## src/rtl/rtc_shadow_pkg.sv

```systemverilog
package rtc_shadow_pkg;

  localparam int unsigned OFS_W = 8;

  localparam logic [OFS_W-1:0] OFS_BUSY   = 8'h04;
  localparam logic [OFS_W-1:0] OFS_SEC    = 8'h08;
  localparam logic [OFS_W-1:0] OFS_SHADOW = 8'h0C;
  localparam logic [OFS_W-1:0] OFS_MSEC   = 8'h10;

  typedef enum logic [2:0] {
    SEL_NONE,
    SEL_BUSY,
    SEL_SEC,
    SEL_SHADOW,
    SEL_MSEC
  } reg_sel_e;

  function automatic reg_sel_e decode_ofs(input logic [OFS_W-1:0] ofs);
    case (ofs)
      OFS_BUSY:   return SEL_BUSY;
      OFS_SEC:    return SEL_SEC;
      OFS_SHADOW: return SEL_SHADOW;
      OFS_MSEC:   return SEL_MSEC;
      default:    return SEL_NONE;
    endcase
  endfunction

endpackage

```

## src/rtl/rtc_time_core.sv

```systemverilog
module rtc_time_core #(
  parameter int unsigned SEC_W   = 32,
  parameter int unsigned MS_W    = 10,
  parameter int unsigned MS_LAST = 999
) (
  input  logic             clk,
  input  logic             rst_n,
  input  logic             ms_step,
  input  logic             load_en,
  input  logic [SEC_W-1:0] load_val,
  output logic [SEC_W-1:0] sec_q,
  output logic [MS_W-1:0]  ms_q
);

  localparam logic [MS_W-1:0] MS_END = MS_W'(MS_LAST);

  function automatic logic [MS_W-1:0] next_ms(input logic [MS_W-1:0] ms);
    return (ms == MS_END) ? '0 : ms + MS_W'(1);
  endfunction

  logic ms_wrap;
  assign ms_wrap = ms_step && !load_en && (ms_q == MS_END);

  always_ff @(posedge clk or negedge rst_n) begin
    if (!rst_n) begin
      sec_q <= '0;
      ms_q  <= '0;
    end else if (load_en) begin
      sec_q <= load_val;
      ms_q  <= '0;
    end else if (ms_step) begin
      ms_q <= next_ms(ms_q);
      if (ms_wrap) sec_q <= sec_q + SEC_W'(1);
    end
  end


  a_r2_ms_bound: assert property (@(posedge clk) disable iff (!rst_n)
    ms_q <= MS_END);
  a_r2_wrap_carry: assert property (@(posedge clk) disable iff (!rst_n)
    ms_wrap |=> (ms_q == '0) && (sec_q == $past(sec_q) + SEC_W'(1)));

  a_r6_load_apply: assert property (@(posedge clk) disable iff (!rst_n)
    load_en |=> (sec_q == $past(load_val)) && (ms_q == '0));

endmodule

```

## src/rtl/rtc_copy_seq.sv

```systemverilog
module rtc_copy_seq #(
  parameter int unsigned PHASES   = 8,
  parameter int unsigned BUSY_LEN = 4
) (
  input  logic clk,
  input  logic rst_n,
  input  logic slow_tick,
  output logic busy,
  output logic copy_start,
  output logic copy_end
);

  localparam int unsigned PH_W = (PHASES > 1) ? $clog2(PHASES) : 1;
  localparam int unsigned BC_W = $clog2(BUSY_LEN + 1);
  localparam logic [PH_W-1:0] PH_LAST = PH_W'(PHASES - 1);

  logic [PH_W-1:0] phase_q;
  logic [BC_W-1:0] left_q;
  logic            busy_q;

  assign copy_start = slow_tick && (phase_q == PH_LAST) && !busy_q;
  assign copy_end   = busy_q && (left_q == '0);
  assign busy       = busy_q;

  always_ff @(posedge clk or negedge rst_n) begin
    if (!rst_n) begin
      phase_q <= '0;
    end else if (slow_tick) begin
      phase_q <= (phase_q == PH_LAST) ? '0 : phase_q + PH_W'(1);
    end
  end

  always_ff @(posedge clk or negedge rst_n) begin
    if (!rst_n) begin
      busy_q <= 1'b0;
      left_q <= '0;
    end else if (copy_start) begin
      busy_q <= 1'b1;
      left_q <= BC_W'(BUSY_LEN - 1);
    end else if (copy_end) begin
      busy_q <= 1'b0;
    end else if (busy_q) begin
      left_q <= left_q - BC_W'(1);
    end
  end

  // checker-side run length of the busy window
  logic [BC_W:0] run_q;
  always_ff @(posedge clk or negedge rst_n) begin
    if (!rst_n) run_q <= '0;
    else        run_q <= busy_q ? run_q + (BC_W+1)'(1) : '0;
  end


  a_r3_busy_len: assert property (@(posedge clk) disable iff (!rst_n)
    $fell(busy_q) |-> (run_q == (BC_W+1)'(BUSY_LEN)));
  a_r3_start_rise: assert property (@(posedge clk) disable iff (!rst_n)
    copy_start |=> busy_q);

endmodule

```

## src/rtl/rtc_bus_view.sv

```systemverilog
module rtc_bus_view
  import rtc_shadow_pkg::*;
#(
  parameter int unsigned SEC_W = 32,
  parameter int unsigned MS_W  = 10
) (
  input  logic             clk,
  input  logic             rst_n,
  input  logic             reg_rd,
  input  logic             reg_wr,
  input  logic [OFS_W-1:0] reg_addr,
  input  logic [SEC_W-1:0] reg_wdata,
  input  logic             busy,
  input  logic             copy_end,
  input  logic [SEC_W-1:0] core_sec,
  input  logic [MS_W-1:0]  core_ms,
  output logic             load_en,
  output logic [SEC_W-1:0] load_val,
  output logic [SEC_W-1:0] reg_rdata
);

  reg_sel_e        sel;
  logic            wr_sec;
  logic            rd_ms;
  logic [SEC_W-1:0] view_sec, shadow_sec, pend_val, rd_mux;
  logic [MS_W-1:0]  view_ms;
  logic             pend_q;

  assign sel    = decode_ofs(reg_addr);
  assign wr_sec = reg_wr && (sel == SEL_SEC);
  assign rd_ms  = reg_rd && (sel == SEL_MSEC);

  // write gating: direct when idle, deferred to the window's last clock
  assign load_en  = (wr_sec && !busy) || (copy_end && (pend_q || wr_sec));
  assign load_val = wr_sec ? reg_wdata : pend_val;

  always_ff @(posedge clk or negedge rst_n) begin
    if (!rst_n) begin
      pend_q   <= 1'b0;
      pend_val <= '0;
    end else if (copy_end) begin
      pend_q   <= 1'b0;
    end else if (wr_sec && busy) begin
      pend_q   <= 1'b1;
      pend_val <= reg_wdata;
    end
  end

  always_ff @(posedge clk or negedge rst_n) begin
    if (!rst_n) begin
      view_sec <= '0;
      view_ms  <= '0;
    end else if (copy_end) begin
      view_sec <= core_sec;
      view_ms  <= core_ms;
    end
  end

  always_ff @(posedge clk or negedge rst_n) begin
    if (!rst_n) shadow_sec <= '0;
    else if (rd_ms) shadow_sec <= view_sec;
  end

  always_comb begin
    case (sel)
      SEL_BUSY:   rd_mux = {{(SEC_W-1){1'b0}}, busy};
      SEL_SEC:    rd_mux = view_sec;
      SEL_SHADOW: rd_mux = shadow_sec;
      SEL_MSEC:   rd_mux = {{(SEC_W-MS_W){1'b0}}, view_ms};
      default:    rd_mux = '0;
    endcase
  end

  always_ff @(posedge clk or negedge rst_n) begin
    if (!rst_n) reg_rdata <= '0;
    else if (reg_rd) reg_rdata <= rd_mux;
  end


  a_r4_view_hold: assert property (@(posedge clk) disable iff (!rst_n)
    !copy_end |=> $stable(view_sec) && $stable(view_ms));

  a_r5_shadow_capture: assert property (@(posedge clk) disable iff (!rst_n)
    rd_ms |=> shadow_sec == $past(view_sec));

  a_r6_load_gate: assert property (@(posedge clk) disable iff (!rst_n)
    load_en |-> (!busy || copy_end));

  a_r7_pend_set: assert property (@(posedge clk) disable iff (!rst_n)
    (wr_sec && busy && !copy_end) |=> pend_q);
  a_r7_pend_clear: assert property (@(posedge clk) disable iff (!rst_n)
    copy_end |=> !pend_q);

  a_r8_rdata_hold: assert property (@(posedge clk) disable iff (!rst_n)
    !reg_rd |=> $stable(reg_rdata));

endmodule

```

## src/rtl/rtc_shadow_timer.sv

```systemverilog
module rtc_shadow_timer
  import rtc_shadow_pkg::*;
#(
  parameter int unsigned SEC_W    = 32,
  parameter int unsigned MS_W     = 10,
  parameter int unsigned MS_LAST  = 999,
  parameter int unsigned PHASES   = 8,
  parameter int unsigned BUSY_LEN = 4
) (
  input  logic             clk,
  input  logic             rst_n,
  input  logic             slow_tick,
  input  logic             ms_step,
  input  logic             reg_rd,
  input  logic             reg_wr,
  input  logic [OFS_W-1:0] reg_addr,
  input  logic [SEC_W-1:0] reg_wdata,
  output logic [SEC_W-1:0] reg_rdata
);

  logic             busy, copy_start, copy_end, load_en;
  logic [SEC_W-1:0] load_val, core_sec;
  logic [MS_W-1:0]  core_ms;

  rtc_copy_seq #(.PHASES(PHASES), .BUSY_LEN(BUSY_LEN)) u_seq (
    .clk(clk), .rst_n(rst_n), .slow_tick(slow_tick),
    .busy(busy), .copy_start(copy_start), .copy_end(copy_end)
  );

  rtc_time_core #(.SEC_W(SEC_W), .MS_W(MS_W), .MS_LAST(MS_LAST)) u_core (
    .clk(clk), .rst_n(rst_n), .ms_step(ms_step),
    .load_en(load_en), .load_val(load_val),
    .sec_q(core_sec), .ms_q(core_ms)
  );

  rtc_bus_view #(.SEC_W(SEC_W), .MS_W(MS_W)) u_view (
    .clk(clk), .rst_n(rst_n), .reg_rd(reg_rd), .reg_wr(reg_wr),
    .reg_addr(reg_addr), .reg_wdata(reg_wdata),
    .busy(busy), .copy_end(copy_end),
    .core_sec(core_sec), .core_ms(core_ms),
    .load_en(load_en), .load_val(load_val), .reg_rdata(reg_rdata)
  );

  // a new window only opens while idle
  a_r3_no_restart: assert property (@(posedge clk) disable iff (!rst_n)
    copy_start |-> !busy);

endmodule

```

## config.mk

```make
export PLATFORM = sky130hd
export DESIGN_NAME = rtc_shadow_timer
export DESIGN_NICKNAME = d
export VERILOG_FILES = /design/src/rtl/rtc_shadow_pkg.sv /design/src/rtl/rtc_time_core.sv /design/src/rtl/rtc_copy_seq.sv /design/src/rtl/rtc_bus_view.sv /design/src/rtl/rtc_shadow_timer.sv
export SDC_FILE = /design/constraint.sdc
export NUM_CORES = 1
export LEC_CHECK = 0
export BUFFER_PORTS_ARGS = -buffer_cell sky130_fd_sc_hd__buf_2
export CAP_MARGIN = 20
export CELL_PAD_IN_SITES_DETAIL_PLACEMENT = 1
export CELL_PAD_IN_SITES_GLOBAL_PLACEMENT = 1
export CORE_ASPECT_RATIO = 0.8
export CORE_MARGIN = 1
export CORE_UTILIZATION = 40
export CTS_BUF_LIST = sky130_fd_sc_hd__clkbuf_2
export DETAILED_ROUTE_END_ITERATION = 10
export GPL_TIMING_DRIVEN = 0
export PLACE_DENSITY_LB_ADDON = 0.2
export SLEW_MARGIN = 20
export SYNTH_ARGS = -nofsm -noshare
export SYNTH_HDL_FRONTEND = slang
export SYNTH_HIERARCHICAL = 1
export SYNTH_SLANG_ARGS = --single-unit
```

## constraint.sdc

```tcl
create_clock -name clk -period 4.2 [get_ports clk]
set_clock_uncertainty 0.15 [all_clocks]
set_input_delay 0.42 -clock clk [delete_from_list [all_inputs] [get_ports clk]]
set_output_delay 0.42 -clock clk [all_outputs]
set_load 0.01 [all_outputs]
```

==> flow_metrics.tcl <==
set metrics [dict create \
    die_w_microns 168.1 \
    drive_above_1_share 0.2848 \
    cpMostUsedCell "clkbuf_1" \
    antenna_left 0 \
    cp.arrival_ns 4.27 \
    syn-num-nets 807 \
    p_per_area_nw_per_um2 360.6 \
    cts.reportedPaths.clkPinSlew_ns 0.26 \
    fin_nets 945 \
    critPathMaxFanout 10 \
    antenna_found_initial 1 \
    fillers 2355 \
    grt_max_degree 83 \
    drtIter0Drc 303 \
    gp_congestion 0.8238 \
    r2r_cells 12 \
    cts_max_level 4 \
    worstReg2RegStart "u_seq/left_q[0]" \
    dp_slack_ns 0.4105 \
    crit_slowest_cell "buf_1" \
    fin_tns_setup_ns 0 \
    cp_top_family "buffers and inverters" \
    yosysWarnings 6 \
    drv_cap 0 \
    cts_tree "yes" \
    crit_required_ns 4.65 \
    cp-end-kind "flip-flop" \
    vias_per_cell 5.137 \
    switching_power_mw 1.073 \
    clkLatencyLatePin_ns 0.73 \
    pwr-share-clk 0.274 \
    die_h_microns 134.9 \
    grt_pass1_wl_mm 35.36 \
    post_cts_buffers 0 \
    dieArea_sq_um 22680 \
    grt_setup_unrepaired "no" \
    min_to "u_view/reg_rdata[0]" \
    outcome "completed" \
    reg2reg_to "u_core/sec_q[29]" \
    dp_hpwl_mm 15.57 \
    cp_slowest_stage_delay_ns 0.56 \
    gr-total-overflow 0 \
    crit_type "flip-flop to flip-flop" \
    seqPwrFrac 0.573 \
    wirelength_mm 21.14 \
    finalMaxSlewViolations 0 \
    place_inst 1108 \
    setup_viol 0 \
    start_util 0.4084 \
    remaining_drc_errors 0 \
    sw_frac_of_total 0.2883 \
    cts_hold_buf 41 \
    combPwrFrac 0.153 \
    crit_chain "inv_1 -> ha_1 -> ha_1 -> and2_1 -> clkbuf_1 -> buf_1 -> a22o_1 -> clkbuf_1 -> inv_1 -> clkbuf_1 -> nor2_1 -> a31oi_1" \
    p_leak_nw 4.925 \
    clock_path_buffers 2 \
    wl_per_cell_microns 17.89 \
    grt_pass1_vias 6407 \
    firstDrtPassIters 4 \
    cts_resized 0 \
    synth_area_per_cell_sq_um 11.70 \
    stdcell_count 1182 \
    reg2reg_slack_ns 0.39 \
    vias 6072 \
    max_freq_ghz 0.2622 \
    portBuffers 76 \
    start_kind "flip-flop" \
    core-area_sq_um 21620 \
    root_buffer "clkbuf_2" \
    finalCritPeriodShare 0.9079 \
    netlist_instances 755 \
    slew_headroom 0.3758 \
    cp_num_buf_inv 6 \
    hold_violations 0 \
    numCtsBuffers 17 \
    hold_start "reg_addr[3]" \
    synthesis.area_sq_um 8831 \
    p_total_mw 3.724 \
    finalCriticalPeriod_ns 3.813 \
    path_depth 12 \
    multiInputGateArea_sq_um 3774 \
    area_growth_pct 16.93 \
    layout_setup_ws_ns 0.3867 \
    ios 78 \
    gr-usage-all-layers 0.2006 \
    cts_sinks 188 \
    rows 48 \
    internal_power_mw 2.650 \
    vdd_drop_max_mv 0.1604 \
    holdPathStages 5 \
    worst_pin_slew_ns 0.9291 \
    worst_hold_path_type "input pin to flip-flop" \
    ff_latch_area_sq_um 4705 \
]
power by group through the flow:
| stage | registers, mW | clock network (mW) | logic (mW) |
|---|---|---|---|
| after global routing | 2.16 | 1.14 | 0.641 |
| final | 2.13 | 1.02 | 0.569 |
| after global placement | 2.15 | 0 | 0.492 |
| after CTS | 2.13 | 1.07 | 0.577 |
| after floorplan | 2.09 | 0 | 0.377 |
| after detailed placement | 2.17 | 0 | 0.542 |
worst min-delay path, delay by kind of cell:
kind                   cells  cell delay (ns)
AND/OR/NAND/NOR            1             0.05
buffers and inverters      1             0.11
AO/OA/AOI/OAI              3             0.43
cell usage in the layout, fill, tap and decap left out, drive strengths merged, types with 3 or more instances in the layout:
cell type      n
mux2         162
bufinv         4
a21oi         12
and3           7
buf          101
dlygate4sd3   40
inv           42
nor2          33
clkbuf        40
nand2         63
nand2b         7
nor4           5
nand4         19
clkinv         7
ha             6
a31oi          8
nor3           3
and2           6
mux2i         12
xor2          25
dfrtp        188
o21ai         33
xnor2          7
or3            8
nand3         14
o22ai         32
layer usage:
metal | wire [microns] | track usage
met4 | 125 | 0.03838
met1 | 11310 | 0.3077
met5 | 0 | 0
met3 | 564 | 0.03605
met2 | 9146 | 0.2963
how the worst max path moves through the flow:
stage	start	end	slack (ns)
2_1_floorplan	reg_addr[1]	u_core/sec_q[23]	1.39
3_3_place_gp	rst_n	u_view/reg_rdata[21]	-0.39
4_1_cts	u_seq/left_q[0]	u_core/sec_q[29]	0.34
6_report	u_seq/left_q[0]	u_core/sec_q[29]	0.39
5_1_grt	u_seq/left_q[0]	u_core/sec_q[29]	0.01
3_5_place_dp	reg_addr[1]	u_core/sec_q[29]	0.41
state kept, by name, indices dropped and copies added (netlist names):
signal	cells
u_view/view_sec	32
u_view/reg_rdata	32
u_seq/phase_q	3
u_view/view_ms	10
u_view/shadow_sec	32
u_core/sec_q	32
u_seq/busy	1
u_view/pend_q	1
u_core/ms_q	10
u_view/pend_val	32
u_seq/left_q	3
final cells by class:
cell class | instances | area share
Multi-Input combinational cell | 483 | 0.3654
Sequential cell | 188 | 0.4556
Clock buffer | 18 | 0.008724
Timing Repair Buffer | 119 | 0.08385
Tap cell | 275 | 0.03332
Antenna cell | 1 | 0.0002423
Buffer | 44 | 0.01963
Clock inverter | 14 | 0.01866
Inverter | 40 | 0.01454
metrics by stage:
| stage | util | hold WS [ns] | cell area, sq um |
|---|---|---|---|
| 2_1_floorplan | - | -0.02559 | 8831 |
| 3_3_place_gp | 0.4420 | 0.3124 | 9555 |
| 3_5_place_dp | 0.4450 | 0.1371 | 9620 |
| 4_1_cts | 0.4775 | 0.05310 | 10320 |
| 5_1_grt | 0.4776 | 0.1110 | 10330 |
| 6_report | 0.4776 | 0.1445 | 10330 |
Note: power is estimated with default switching activity, not from simulation.
